$ cat src/rtl/dsc_pkg.sv
package dsc_pkg;

  typedef enum logic [1:0] {
    MODE_THRU  = 2'b00,
    MODE_DUP   = 2'b01,
    MODE_INTLV = 2'b10,
    MODE_RSVD  = 2'b11
  } mode_e;

  typedef enum logic [2:0] {
    PK_ONE  = 3'd0,  // throughput, lane A only
    PK_TWO  = 3'd1,  // throughput, both lanes
    PK_DUP  = 3'd2,  // same block twice, compare A and B
    PK_HEAD = 3'd3,  // dummy in A, first block in B
    PK_MID  = 3'd4,  // repeat in A, new block in B
    PK_TAIL = 3'd5   // repeat in A, dummy in B
  } pair_kind_e;

  function automatic logic [7:0] stage1_byte(input logic [7:0] b);
    return {b[6:0], b[7]} ^ 8'h5A;
  endfunction

  function automatic logic [7:0] stage2_byte(input logic [7:0] b);
    return b + 8'h17;
  endfunction

endpackage

$ cat src/rtl/dsc_dispatch.sv
module dsc_dispatch
  import dsc_pkg::*;
#(
  parameter int BW = 32
) (
  input  logic       clk,
  input  logic       rst_n,
  input  logic [1:0] mode,
  input  logic       in_valid,
  output logic       in_ready,
  input  logic [BW-1:0] in_data,
  input  logic       in_last,
  input  logic       halt,
  output logic       p_vld,
  output pair_kind_e p_kind,
  output logic [BW-1:0] p_a,
  output logic [BW-1:0] p_b
);

  mode_e         mode_q, eff_mode;
  logic          hold_vld, open_q, tail_pend, idle, acc;
  logic [BW-1:0] hold_q, prev_q;
  logic          launch;
  pair_kind_e    l_kind;
  logic [BW-1:0] l_a, l_b;

  assign idle     = !hold_vld && !open_q && !tail_pend;
  assign eff_mode = idle ? mode_e'(mode) : mode_q;
  assign in_ready = !halt && !tail_pend;
  assign acc      = in_valid && in_ready;

  always_comb begin
    launch = 1'b0;
    l_kind = PK_DUP;
    l_a    = '0;
    l_b    = '0;
    if (!halt) begin
      if (tail_pend) begin
        launch = 1'b1;
        l_kind = PK_TAIL;
        l_a    = prev_q;
      end else if (acc) begin
        case (eff_mode)
          MODE_THRU: begin
            if (hold_vld) begin
              launch = 1'b1; l_kind = PK_TWO; l_a = hold_q; l_b = in_data;
            end else if (in_last) begin
              launch = 1'b1; l_kind = PK_ONE; l_a = in_data;
            end
          end
          MODE_INTLV: begin
            launch = 1'b1;
            l_kind = open_q ? PK_MID : PK_HEAD;
            l_a    = open_q ? prev_q : '0;
            l_b    = in_data;
          end
          default: begin
            launch = 1'b1; l_kind = PK_DUP; l_a = in_data; l_b = in_data;
          end
        endcase
      end
    end
  end

  always_ff @(posedge clk) begin
    if (!rst_n) begin
      mode_q    <= MODE_THRU;
      hold_vld  <= 1'b0;
      open_q    <= 1'b0;
      tail_pend <= 1'b0;
      hold_q    <= '0;
      prev_q    <= '0;
      p_vld     <= 1'b0;
      p_kind    <= PK_DUP;
      p_a       <= '0;
      p_b       <= '0;
    end else begin
      if (idle) mode_q <= mode_e'(mode);
      p_vld <= launch;
      if (launch) begin
        p_kind <= l_kind;
        p_a    <= l_a;
        p_b    <= l_b;
      end
      if (!halt) begin
        if (tail_pend) begin
          tail_pend <= 1'b0;
          open_q    <= 1'b0;
        end else if (acc) begin
          case (eff_mode)
            MODE_THRU: begin
              if (hold_vld) hold_vld <= 1'b0;
              else if (!in_last) begin
                hold_vld <= 1'b1;
                hold_q   <= in_data;
              end
            end
            MODE_INTLV: begin
              prev_q <= in_data;
              open_q <= 1'b1;
              if (in_last) tail_pend <= 1'b1;
            end
            default: ;
          endcase
        end
      end
    end
  end

  AST_MODE_HELD: assert property (@(posedge clk) disable iff (!rst_n)
    !idle |=> $stable(mode_q)) else $error("mode changed mid-stream");
  AST_HALT_NO_LAUNCH: assert property (@(posedge clk) disable iff (!rst_n)
    halt |=> !p_vld) else $error("pair launched while halted");
  AST_TAIL_STALL: assert property (@(posedge clk) disable iff (!rst_n)
    (acc && in_last && eff_mode == MODE_INTLV) |=> !in_ready) else $error("no stall for closing pair");

endmodule

$ cat config.mk
export PLATFORM = sky130hd
export DESIGN_NAME = dsc_dispatch
export DESIGN_NICKNAME = d
export VERILOG_FILES = /design/src/rtl/dsc_pkg.sv /design/src/rtl/dsc_dispatch.sv
export SDC_FILE = /design/constraint.sdc
export NUM_CORES = 1
export LEC_CHECK = 0
export ABC_AREA = 1
export BUFFER_PORTS_ARGS = -buffer_cell sky130_fd_sc_hd__clkbuf_2
export CAP_MARGIN = 20
export CORE_ASPECT_RATIO = 0.7
export CORE_MARGIN = 2
export CORE_UTILIZATION = 30
export CTS_BUF_LIST = sky130_fd_sc_hd__clkbuf_8
export DETAILED_ROUTE_END_ITERATION = 10
export PLACE_DENSITY_LB_ADDON = 0.1
export SYNTH_ARGS = -nofsm -noshare
export SYNTH_HDL_FRONTEND = slang
export SYNTH_SLANG_ARGS = --single-unit
$ cat constraint.sdc
create_clock -name clk -period 1.7 [get_ports clk]
set_input_delay 0.085 -clock clk [delete_from_list [all_inputs] [get_ports clk]]
set_output_delay 0.085 -clock clk [all_outputs]
set_load 0.005 [all_outputs]
; Word-level counts from Yosys, hierarchy flattened
; Cells that the tools add are included.
[word_totals]
reg_bits = 137
inputBits = 39
wordCells = 64
[classes]
eq_ne = 1
n_mux = 34
n_bitwise = 4
reduce_logical = 15
[op_table]
columns = op, n
row1 = 32-bit two-way mux, 11
row2 = 32-bit one-hot mux with 2 select lines, 1
row3 = 1-bit two-way mux, 14
row4 = 3-bit two-way mux, 4
row5 = 4-bit AND reduction, 2
row6 = 2-bit two-way mux, 3
row7 = 3-bit one-hot mux with 2 select lines, 1
row8 = 6-bit AND reduction, 1
row9 = 1-bit logical AND, 4
row10 = 1-bit zero test, 4
row11 = 1-bit inverter, 4
row12 = 2-bit nonzero test, 2
row13 = 3-bit AND reduction, 1
row14 = "2-bit equality test, second input constant", 1
row15 = 2-bit zero test, 1

; Depth between registers and ports, before layout
; Gate-level depths: netlist (run 1).
[logic_depth]
ltp_word = 9
depth_mapped = 13
mapped_depth_nobuf = 10

; Least setup slack after synthesis (run 1)
; No wires, ideal clock.
[synth_path]
kind = flip-flop to flip-flop
startpoint = register open_q
endpoint = register p_a[10]
setup_time_ps = 112
t_arrival_ps = 1529
required_ps = 1588
setup_slack_ps = 59
path_stages_with_launch = 12
n_path_buf = 3
synth_period_minus_slack_ps = 1641
cell_sequence = dfxtp_1 -> buf_2 -> nor2_4 -> nand3_1 -> nand2_1 -> buf_4 -> clkbuf_1 -> nand3_1 -> nand3_1 -> nand2_1 -> nand2_1 -> nand2_1
[synth_via]
elab_chain_len = 9
word_cells_on_any_way = 15
cone_classes = eq/ne: 1 / mux: 10 / reduce/logical: 4
[synth_lines]
columns = item, line_no
row1 = from (decl), dsc_dispatch.sv:21  ; logic hold_vld, open_q, tail_pend, idle, acc;
row2 = from (signal assigned), dsc_dispatch.sv:69  ; open_q <= 1'b0;
row3 = from (signal assigned), dsc_dispatch.sv:88  ; open_q <= 1'b0;
row4 = from (signal assigned), dsc_dispatch.sv:100  ; open_q <= 1'b1;
row5 = 1-bit zero test, dsc_dispatch.sv:27  ; assign idle = !hold_vld && !open_q && !tail_pend;
row6 = 1-bit logical AND (2 in series), dsc_dispatch.sv:27
row7 = 2-bit two-way mux, n/a
row8 = 2-bit equality test or 2-bit zero test (tied branches), dsc_dispatch.sv:43  ; case (eff_mode)
row9 = 32-bit one-hot mux with 2 select lines or 1-bit two-way mux (tied branches), dsc_dispatch.sv:43
row10 = 32-bit two-way mux or 1-bit two-way mux (tied branches), dsc_dispatch.sv:42  ; end else if (acc) begin
row11 = 32-bit two-way mux or 1-bit two-way mux (tied branches), dsc_dispatch.sv:38  ; if (tail_pend) begin
row12 = 32-bit two-way mux or 1-bit two-way mux (tied branches), dsc_dispatch.sv:37  ; if (!halt) begin
row13 = to (signal assigned), dsc_dispatch.sv:82  ; p_a <= l_a;
row14 = to (decl), dsc_dispatch.sv:16  ; output logic [BW-1:0] p_a,
; Parallel ways exist; a longest one is shown, timed or not.
; A chain may end at the register's enable or synchronous reset.

; Worst setup path after layout (run 1)
[layout_path]
startpoint = register hold_vld
endpoint = register p_a[27]
[layout_via]
elab_chain_len = 9
word_cells_on_any_way = 16
cone_classes = eq/ne: 1 / mux: 11 / reduce/logical: 4
[layout_lines]
columns = item, line_no
row1 = from (decl), dsc_dispatch.sv:21
row2 = from (signal assigned), dsc_dispatch.sv:68  ; hold_vld <= 1'b0;
row3 = from (signal assigned), dsc_dispatch.sv:92  ; if (hold_vld) hold_vld <= 1'b0;
row4 = from (signal assigned), dsc_dispatch.sv:94  ; hold_vld <= 1'b1;
row5 = 1-bit zero test, dsc_dispatch.sv:27
row6 = 1-bit logical AND (2 in series), dsc_dispatch.sv:27
row7 = 2-bit two-way mux, n/a
row8 = 2-bit equality test or 2-bit zero test (tied branches), dsc_dispatch.sv:43
row9 = 32-bit one-hot mux with 2 select lines or 1-bit two-way mux (tied branches), dsc_dispatch.sv:43
row10 = 32-bit two-way mux or 1-bit two-way mux (tied branches), dsc_dispatch.sv:42
row11 = 32-bit two-way mux or 1-bit two-way mux (tied branches), dsc_dispatch.sv:38
row12 = 32-bit two-way mux or 1-bit two-way mux (tied branches), dsc_dispatch.sv:37
; Parallel ways exist; a longest one is shown, timed or not.

==> impl_metrics.json, run 1 <==
{
  "status": "completed",
  "rsz0062_at_grt": "yes",
  "start_util_pct": 30.8,
  "grt_pass1_vias": 6307,
  "clock_path_buffers": 2,
  "ys_ff_latch": 137,
  "worst_pin_slew_ns": 0.495,
  "hold_viol": 0,
  "reg2reg_to": "p_a[27]",
  "synth_area_leaders": "dfxtp_1 (41%), nand2_1 (25%), nand3_1 (9.9%)",
  "finalCritPeriodShare_pct": 99.5,
  "grt_pass1_wl_um": 35000,
  "whs_endpoint": "hold_q[19]",
  "wl_um": 24800,
  "stdcell_area_sq_um": 9230,
  "met1Wirelength_um": 12700,
  "clk_pin_slew_worst_paths_ns": 0.09,
  "avgSynthCellArea_sq_um": 6.29,
  "dp_hpwl_um": 14300,
  "drtPass1Iterations": 5,
  "place_area_sq_um": 7820,
  "synth.largest_area_cell": "dfxtp_1",
  "rows": 45,
  "antenna_found_initial": 0,
  "drt_iter0_drc": 582,
  "end_kind": "flip-flop",
  "netlist_instances": 1074,
  "synth.distinct_cells": 21,
  "p_sw_share_pct": 29.0,
  "reg2reg_depth": 11,
  "fp.dieH_um": 130,
  "root_buffer": "clkbuf_8",
  "maxCapViolCount": 0,
  "core-area_sq_um": 21900,
  "cp_cell_sequence": "nor2_4 -> nand3b_4 -> nand2_8 -> nand3_4 -> nand2_4 -> nand2_4 -> nor2_4 -> clkbuf_16 -> clkbuf_16 -> nand2_1 -> nand2_1",
  "yosysTopAreaCellShare_pct": 40.6,
  "cp_max_fo": 8,
  "slew_violations": 0,
  "worstPathRequired_ns": 2.10,
  "cp.arrival_ns": 2.09,
  "clock-skew-final_ns": 0.0136,
  "io_pins": 108,
  "dr_wl_met3_um": 1510,
  "crit_path_max_incr_delay_ns": 0.34,
  "top_layer_used": "met4",
  "yosysSeqAreaShare_pct": 40.6,
  "antennaDiodeCount": 0,
  "hp-class": "in -> reg",
  "worstSetupPathType": "reg -> reg",
  "clkPwrFrac_pct": 39.0,
  "intPower_mw": 5.60,
  "cp_slowest_cell": "dfxtp_2",
  "vias_per_cell": 4.76,
  "wl_per_cell_um": 16.3,
  "slew_headroom_pct": 67.0,
  "die_area_sq_um": 23800,
  "power_density_nw_per_um2": 855,
  "fp.dieW_um": 183,
  "gp_congestion": 0.779,
  "rrSetupSlack_ns": 0.009,
  "hold_depth": 3,
  "cts_tree": "yes",
  "synth_nets": 1113,
  "r2r_start": "hold_vld",
  "holdWs_ns": 0.0616,
  "drtAntennaViolNets": 0,
  "fin_nets": 1266,
  "num_vias": 7239,
  "port_buffers": 107,
  "p_leak_nw": 4.66,
  "start_kind": "flip-flop",
  "grt_overflow_total": 0,
  "insertion_delay_ns": 0.45,
  "fmax_mhz": 591,
  "drive_above_1_share_pct": 21.0,
  "irDropWorstVdd_mv": 0.507,
  "power_switching_mw": 2.29,
  "setup_viol": 0,
  "area_growth_syn_to_layout_pct": 36.6,
  "numCtsBuffers": 17,
  "cts-htree-levels": 4,
  "syn-cell-area_sq_um": 6760,
  "yosysWarnings": 0,
  "worstHoldStart": "rst_n",
  "combPwrFrac_pct": 18.5,
  "fin_crit_ns": 1.69,
  "dr_wl_met2_um": 10400,
  "clock_sinks": 137,
  "drc": 0,
  "grt_util_all_layers_pct": 18.9,
  "grt_max_degree": 42,
  "p_seq_share_pct": 42.5
}
[cells by family (layout without fill, tap and decap cells)]
group	count (synthesis)	after routing	synth area share (%)
AND/OR/NAND/NOR	647	647	39.5
flip-flops	137	137	40.6
AO/OA/AOI/OAI	137	137	10.3
buffers and inverters	153	319	9.69
[critical path, delay by kind of cell, from the launching register on]
kind	cells	cell delay, ns
buf+inv	2	0.35
simple gates	9	0.95
flops	1	0.34
[what timing repair did]
action / 4_1_cts / 5_1_grt
hold endpoints to repair: 70 / 0
setup endpoints to repair: 14 / 132
buffers inserted: 0 / 14
gates cloned: 0 / 14
hold buffers: 33 / 0
resized for setup: 4 / 59
pin swaps: 0 / 23
[synthesized netlist by cell type]
| master | count |
|---|---|
| nand2_1 | 448 |
| dfxtp_1 | 137 |
| nand3_1 | 134 |
| o21ai_0 | 74 |
| inv_1 | 71 |
| a21oi_1 | 61 |
| nor2_1 | 56 |
| clkbuf_1 | 36 |
| buf_2 | 28 |
| buf_4 | 12 |
| buf_1 | 3 |
| inv_2 | 3 |
| nand2_2 | 2 |
| nand2_4 | 2 |
| a21oi_2 | 1 |
| nand3_2 | 1 |
| nand3b_4 | 1 |
| nand4_1 | 1 |
| nand4_4 | 1 |
| nor2_4 | 1 |
| o21ai_2 | 1 |
[placed cells by master (no fill, tap or decap), drive strengths merged]
cell type	instances
a21oi	62
nor2	57
o21ai	75
buf	62
dfxtp	137
nand3b	1
dlygate4sd3	33
inv	75
nand2	452
nand3	135
nand4	2
clkinvlp	4
clkinv	3
bufinv	4
clkbuf	138
[area by class of cell]
type | instances | area (sq um)
clock inverter | 12 | 173
timing repair buffer | 213 | 1880
clock buffer | 20 | 275
fill | 2272 | 12700
multi-input combinational | 784 | 3520
tap | 282 | 353
sequential | 137 | 2750
inverter | 74 | 283
[flip-flops by register name, indices dropped and copies added (netlist names)]
name	cells
hold_q	32
hold_vld	1
p_a	32
tail_pend	1
p_kind	3
mode_q	2
p_b	32
prev_q	32
p_vld	1
open_q	1
[power groups by stage]
stage | sequential, mW | combinational [mW] | clock (mW)
2_1_floorplan | 3.42 | 0.707 | 0
3_3_place_gp | 3.43 | 1.16 | 0
3_5_place_dp | 3.43 | 1.16 | 0
4_1_cts | 3.35 | 1.23 | 3.15
5_1_grt | 3.37 | 1.60 | 3.27
6_report | 3.36 | 1.46 | 3.08
[per-layer routing]
layer | up-vias | GRT usage [%]
li1 | 3700 | -
met1 | 3274 | 27.4
met2 | 255 | 28.9
met3 | 10 | 3.74
met4 | 0 | 4.14
met5 | - | 0
[metrics by stage]
| stage | instances | total power [mW] | setup TNS [ns] | utilization [%] | setup WS, ns |
|---|---|---|---|---|---|
| 2_1_floorplan | 1074 | 4.13 | 0 | - | 0.0591 |
| 3_3_place_gp | 1429 | 4.59 | -0.0401 | 35.7 | -0.0147 |
| 3_5_place_dp | 1429 | 4.59 | 0 | 35.7 | 0.00606 |
| 4_1_cts | 1494 | 7.73 | -0.00499 | 39.3 | -0.00260 |
| 5_1_grt | 1522 | 8.25 | -4.74 | 42.1 | -0.0849 |
| 6_report | 1522 | 7.90 | 0 | 42.1 | 0.00890 |
[worst max-delay path by stage]
stage,from,end,slack (ns)
after floorplan,open_q,p_a[10],0.06
after global placement,tail_pend,p_b[24],-0.01
after detailed placement,open_q,p_b[15],0.006
after CTS,open_q,p_b[7],-0.003
after global routing,hold_vld,p_a[18],-0.08
final,hold_vld,p_a[27],0.009
Power figures use the tool's default switching activity.
==> run 2, diff against run 1 <==
--- a/config.mk
+++ b/config.mk
@@ -5,7 +5,6 @@
 export SDC_FILE = /design/constraint.sdc
 export NUM_CORES = 1
 export LEC_CHECK = 0
-export ABC_AREA = 1
 export BUFFER_PORTS_ARGS = -buffer_cell sky130_fd_sc_hd__clkbuf_2
 export CAP_MARGIN = 20
 export CORE_ASPECT_RATIO = 0.7
==> run 2 against run 1 <==
The flow now finishes with violations (negative setup slack); register-to-register slack got worse by 0.25 ns; critical path type unchanged; highest routed layer unchanged; cell area up 1.5%; maximum frequency fell by 13%; wire length increased by 14%; power rose by 2.8%.
==> impl_metrics.json, run 2 <==
{
  "avgSynthCellArea_sq_um": 8.09,
  "p_total_mw": 8.12,
  "root_buffer": "clkbuf_8",
  "grt_pass1_vias": 6923,
  "grt_use_met3_pct": 4.75,
  "p_leak_nw": 3.21,
  "status": "finished, violations left",
  "vias_per_cell": 5.48,
  "fp.dieW_um": 188,
  "maxCapViolCount": 0,
  "muxShareOfSynthArea_pct": 0.616,
  "num_vias": 7371,
  "slew_violations": 0,
  "final_cell_mix": "nand2_1 (164), dfxtp_1 (134), a21oi_1 (131)",
  "clk_pin_slew_worst_paths_ns": 0.08,
  "area_growth_syn_to_layout_pct": 31.7,
  "insertion_delay_ns": 0.47,
  "drive_above_1_share_pct": 27.5,
  "fp.dieH_um": 133,
  "slew_headroom_pct": 69.5,
  "syn-cell-area_sq_um": 7110,
  "grt_max_degree": 63,
  "synthArstFlopShare_pct": 0,
  "yosysSeqAreaShare_pct": 38.6,
  "power_switching_mw": 2.37,
  "io_pins": 108,
  "antennaDiodeCount": 0,
  "antenna_found_initial": 0,
  "port_buffers": 107,
  "yosysTopAreaCellShare_pct": 38.6,
  "end_kind": "flip-flop",
  "yosys-top-cells-count": "nand2_1 (165), dfxtp_1 (137), a21oi_1 (132)",
  "worstSetupPathType": "reg -> reg",
  "synth_top_family_by_area": "compound AO/OA/AOI/OAI gates",
  "cts-htree-levels": 4,
  "drc": 0,
  "drt_iter0_drc": 599,
  "die_area_sq_um": 25000,
  "layout_setup_ws_ns": -0.242,
  "synth_nets": 918,
  "clock_sinks": 137,
  "yosysWarnings": 0,
  "drtPass1Iterations": 5,
  "seq_area_sq_um": 2750,
  "met1_usage_pct": 35.1,
  "synth_edf_count": 0,
  "irDropWorstVdd_mv": 0.538,
  "hp-class": "in -> reg",
  "gp_congestion": 0.821,
  "synthSimpleGateAreaFrac_pct": 18.7,
  "fmax_mhz": 515,
  "hold_viol": 0,
  "grt_util_all_layers_pct": 22.8,
  "start_kind": "flip-flop",
  "violations": "negative setup slack",
  "synth-compound-area-share_pct": 35.3,
  "multi_input_area_sq_um": 4040,
  "synth-main-ff-cell": "dfxtp_1",
  "grt_overflow_total": 0,
  "layout_commonest_cell": "nand2_1",
  "finalCritPeriodShare_pct": 114,
  "synth_most_common_cell": "nand2_1",
  "grtUsageMet2_pct": 32.4,
  "clock-skew-final_ns": 0.0135,
  "cts_tree": "yes",
  "n_fill_cell": 2454,
  "fin_nets": 1052,
  "wl_um": 28300,
  "p_sw_share_pct": 29.3,
  "clock_path_buffers": 2,
  "synth_area_leaders": "dfxtp_1 (39%), a21oi_1 (9.3%), nand2_1 (8.7%)",
  "synth.largest_area_cell": "dfxtp_1",
  "cp.arrival_ns": 2.32,
  "numCtsBuffers": 17,
  "grt_busiest_layer": "met1",
  "dp_hpwl_um": 18000,
  "rsz0062_at_grt": "yes",
  "netlist_instances": 879,
  "clkPwrFrac_pct": 39.0,
  "fin_crit_ns": 1.94,
  "power_density_nw_per_um2": 867,
  "wl_per_cell_um": 21.0,
  "combPwrFrac_pct": 18.7,
  "setup_viol": 134,
  "core-area_sq_um": 23500,
  "intPower_mw": 5.74,
  "synth-xor-area-share_pct": 0,
  "worstPathRequired_ns": 2.08,
  "rows": 47,
  "p_seq_share_pct": 42.3,
  "dp_slack_ns": -0.251,
  "cp_max_fo": 18,
  "grt_pass1_wl_um": 43700,
  "start_util_pct": 30.3,
  "drtAntennaViolNets": 0,
  "worst_pin_slew_ns": 0.458,
  "synth.distinct_cells": 44,
  "synth_fa_ha_area_share_pct": 0,
  "ys_ff_latch": 137
}
[run 2: per-stage QoR]
| stage | TNS [ns] | area (sq um) | hold WS [ns] | util (%) | instances |
|---|---|---|---|---|---|
| global route | -32.18 | 9370 | 0.0151 | 39.9 | 1344 |
| finish | -21.16 | 9370 | 0.0427 | 39.9 | 1344 |
| CTS | -23.04 | 9280 | 0.0121 | 39.5 | 1342 |
| global placement | -20.27 | 8540 | 0.376 | 36.4 | 1282 |
| detailed placement | -20.30 | 8540 | 0.378 | 36.4 | 1282 |
| floorplan | -9.63 | 7170 | 0.174 | - | 879 |
[run 2: area by class of cell]
type                            instances  share of cell area, %
Inverter                                3                  0.147
Tap cell                              318                   4.25
Timing Repair Buffer                  221                   18.2
Sequential cell                       137                   29.4
Clock buffer                           18                   2.64
Multi-Input combinational cell        633                   43.2
Clock inverter                         14                   2.19
[run 2: layer usage]
layer / up-vias / wire length [um]
li1: 3529 / -
met1: 3580 / 14700
met2: 250 / 11700
met3: 12 / 1620
met4: 0 / 169
met5: - / 0
[run 2: logic make-up (layout without fill, tap and decap cells)]
group,Yosys count,in the layout
buf+inv,112,256
mux,4,4
simple gates,285,288
flops,137,137
compound gates,341,341
[run 2: power groups by stage]
| stage | logic (mW) | clock network (mW) | registers (mW) |
|---|---|---|---|
| finish | 1.52 | 3.16 | 3.43 |
| global route | 1.63 | 3.39 | 3.45 |
| CTS | 1.48 | 3.24 | 3.43 |
| detailed placement | 1.40 | 0 | 3.51 |
| global placement | 1.40 | 0 | 3.51 |
| floorplan | 0.769 | 0 | 3.49 |
[run 2: timing repair]
item,CTS,global route
hold buffers,25,0
setup endpoints to repair,134,134
pin swaps,2,3
buffers inserted,0,2
gates resized for setup,6,18
cloned,3,0
hold endpoints to repair,74,0
[run 2: final timing paths]
kind	from	to	slack, ns	cells after the start
max reg2reg	hold_vld	p_a[9]	-0.24	6
min	in_data[9]	prev_q[9]	0.04	4
min reg2reg	prev_q[5]	prev_q[5]	0.48	2
max	hold_vld	p_a[9]	-0.24	6
[run 2: critical path, cell delays in order (launching register included)]
cell	delay [ns]
dfxtp_4	0.38
buf_12	0.13
o31a_1	0.30
buf_12	0.18
a211o_1	0.27
a311o_1	0.35
a311oi_2	0.23
==> run 3, diff against run 2 <==
--- a/config.mk
+++ b/config.mk
@@ -9,7 +9,7 @@
 export CAP_MARGIN = 20
 export CORE_ASPECT_RATIO = 0.7
 export CORE_MARGIN = 2
-export CORE_UTILIZATION = 30
+export CORE_UTILIZATION = 40
 export CTS_BUF_LIST = sky130_fd_sc_hd__clkbuf_8
 export DETAILED_ROUTE_END_ITERATION = 10
 export PLACE_DENSITY_LB_ADDON = 0.1
==> constraint.sdc (replaced) <==
create_clock -name clk -period 2.2 [get_ports clk]
set_input_delay 0.11 -clock clk [delete_from_list [all_inputs] [get_ports clk]]
set_output_delay 0.11 -clock clk [all_outputs]
set_load 0.005 [all_outputs]
==> run 3 against run 2 <==
The flow now finishes without violations; cell count is 8.4% lower; clock power shrank 20%; worst hold slack gained 0.075 ns; largest cell class unchanged; core utilization grew 12 points; cell area fell by 4.9%; die area decreased by 24%; power decreased by 23%; register-to-register slack better by 0.39 ns; non-clock buffer count decreased by 23.
==> impl_metrics.json, run 3 (same netlist as run 2, synthesis figures left out) <==
{
  "drive_above_1_share_pct": 24.5,
  "fp.dieH_um": 116,
  "numCtsBuffers": 17,
  "area_growth_syn_to_layout_pct": 25.3,
  "reg2reg_to": "p_kind[2]",
  "cp_slowest_cell": "dfxtp_1",
  "cp_max_fo": 19,
  "grt_util_all_layers_pct": 27.2,
  "cp.depth": 7,
  "cp_cell_sequence": "buf_4 -> o31ai_4 -> buf_4 -> o2111a_1 -> buf_4 -> nand2_1 -> a31oi_1",
  "rrSetupSlack_ns": 0.15,
  "start_kind": "flip-flop",
  "worst_pin_slew_ns": 0.496,
  "fin_crit_ns": 2.05,
  "gp_congestion": 0.844,
  "clk_pin_slew_worst_paths_ns": 0.08,
  "grt_pass1_wl_um": 39800,
  "cts-htree-levels": 4,
  "cp.buffers_inverters": 3,
  "status": "completed",
  "dp_cells": 1166,
  "setup_viol": 0,
  "setup.worst_path.start": "open_q",
  "end_kind": "flip-flop",
  "rsz0062_at_grt": "no",
  "cp.arrival_ns": 2.44,
  "hold_viol": 0,
  "fmax_mhz": 487,
  "final_cell_mix": "nand2_1 (164), dfxtp_1 (135), a21oi_1 (132)",
  "p_total_mw": 6.27,
  "insertion_delay_ns": 0.46,
  "num_vias": 7449,
  "maxCapViolCount": 0,
  "path_delay_family": "buffers and inverters",
  "holdWs_ns": 0.118,
  "power_density_nw_per_um2": 703,
  "ctsResizeCount": 0,
  "irDropWorstVdd_mv": 0.371,
  "start_util_pct": 41.2,
  "port_buffers": 107,
  "drtPass1Iterations": 6,
  "drtAntennaViolNets": 0,
  "clock_path_buffers": 2,
  "fp.dieW_um": 163,
  "io_pins": 108,
  "antenna_found_initial": 0,
  "antennaDiodeCount": 0,
  "fin_nets": 1026,
  "reg2reg_depth": 7,
  "clock_sinks": 137,
  "clock-skew-final_ns": 0.00996,
  "wl_um": 25200,
  "grt_overflow_total": 0,
  "finalCritPeriodShare_pct": 93.3,
  "worstSetupPathType": "reg -> reg",
  "root_buffer": "clkbuf_8",
  "wl_per_cell_um": 20.5,
  "die_area_sq_um": 18900,
  "finalSetupTns_ns": 0,
  "hp-class": "in -> reg",
  "r2r_start": "open_q",
  "dp_hpwl_um": 16000,
  "drt_iter0_drc": 909,
  "worstPathRequired_ns": 2.59,
  "cp-endpoint": "p_kind[2]",
  "vias_per_cell": 6.05,
  "p_leak_nw": 3.02,
  "crit_path_max_incr_delay_ns": 0.35,
  "worst_path_most_repeated_cell": "buf_4",
  "layout_commonest_cell": "nand2_1",
  "drc": 0,
  "slew_violations": 0,
  "grt_pass1_vias": 7277,
  "slew_headroom_pct": 66.9,
  "instances_no_fill": 1231,
  "grt_max_degree": 67,
  "cts_tree": "yes",
  "rows": 40,
  "core-area_sq_um": 17300
}
run 3: worst min-delay path, cell delays in order:
cell	delay (ns)
clkbuf_2	0.24
a22oi_1	0.10
nor2_1	0.08
run 3: worst min-delay path by stage:
stage	startpoint	to	depth (start not counted)
global placement	rst_n	p_kind[1]	2
floorplan	rst_n	p_kind[1]	1
detailed placement	rst_n	p_kind[1]	2
global route	halt	tail_pend	3
finish	in_last	tail_pend	3
CTS	in_last	tail_pend	3
run 3: cell type report:
type,instances,area [sq um]
Clock inverter,15,248
Tap cell,231,289
Inverter,3,13.8
Multi-Input combinational cell,630,3970
Sequential cell,137,2750
Timing Repair Buffer,198,1410
Fill cell,1680,8360
Clock buffer,17,234
run 3: where the power goes:
group | total [mW] | internal, mW | switching, mW | leakage (nW)
combinational | 1.07 | 0.431 | 0.638 | 1.68
clock | 2.54 | 1.47 | 1.08 | 0.232
sequential | 2.65 | 2.58 | 0.0688 | 1.12
run 3: metal layers:
metal  routed length (um)  vias to the layer above  share of wire [%]  global-route usage (%)
li1                     -                     3475                  -                       -
met1                11700                     3645                 46                    37.5
met2                11100                      303                 44                    42.9
met3                 2010                       26                8.0                    5.55
met4                  371                        0                1.5                    8.61
met5                    0                        -                  0                       0
run 3: through the flow:
stage | instance area, sq um | utilization (%) | setup slack, ns
2_1_floorplan | 7110 | - | 0.287
3_3_place_gp | 8100 | 46.9 | 0.188
3_5_place_dp | 8100 | 46.9 | 0.170
4_1_cts | 8910 | 51.6 | 0.158
5_1_grt | 8910 | 51.6 | 0.0501
6_report | 8910 | 51.6 | 0.147
run 3: timing repair:
item,in CTS,in global routing
hold endpoints to repair,93,0
setup buffers,0,0
hold buffers,33,0
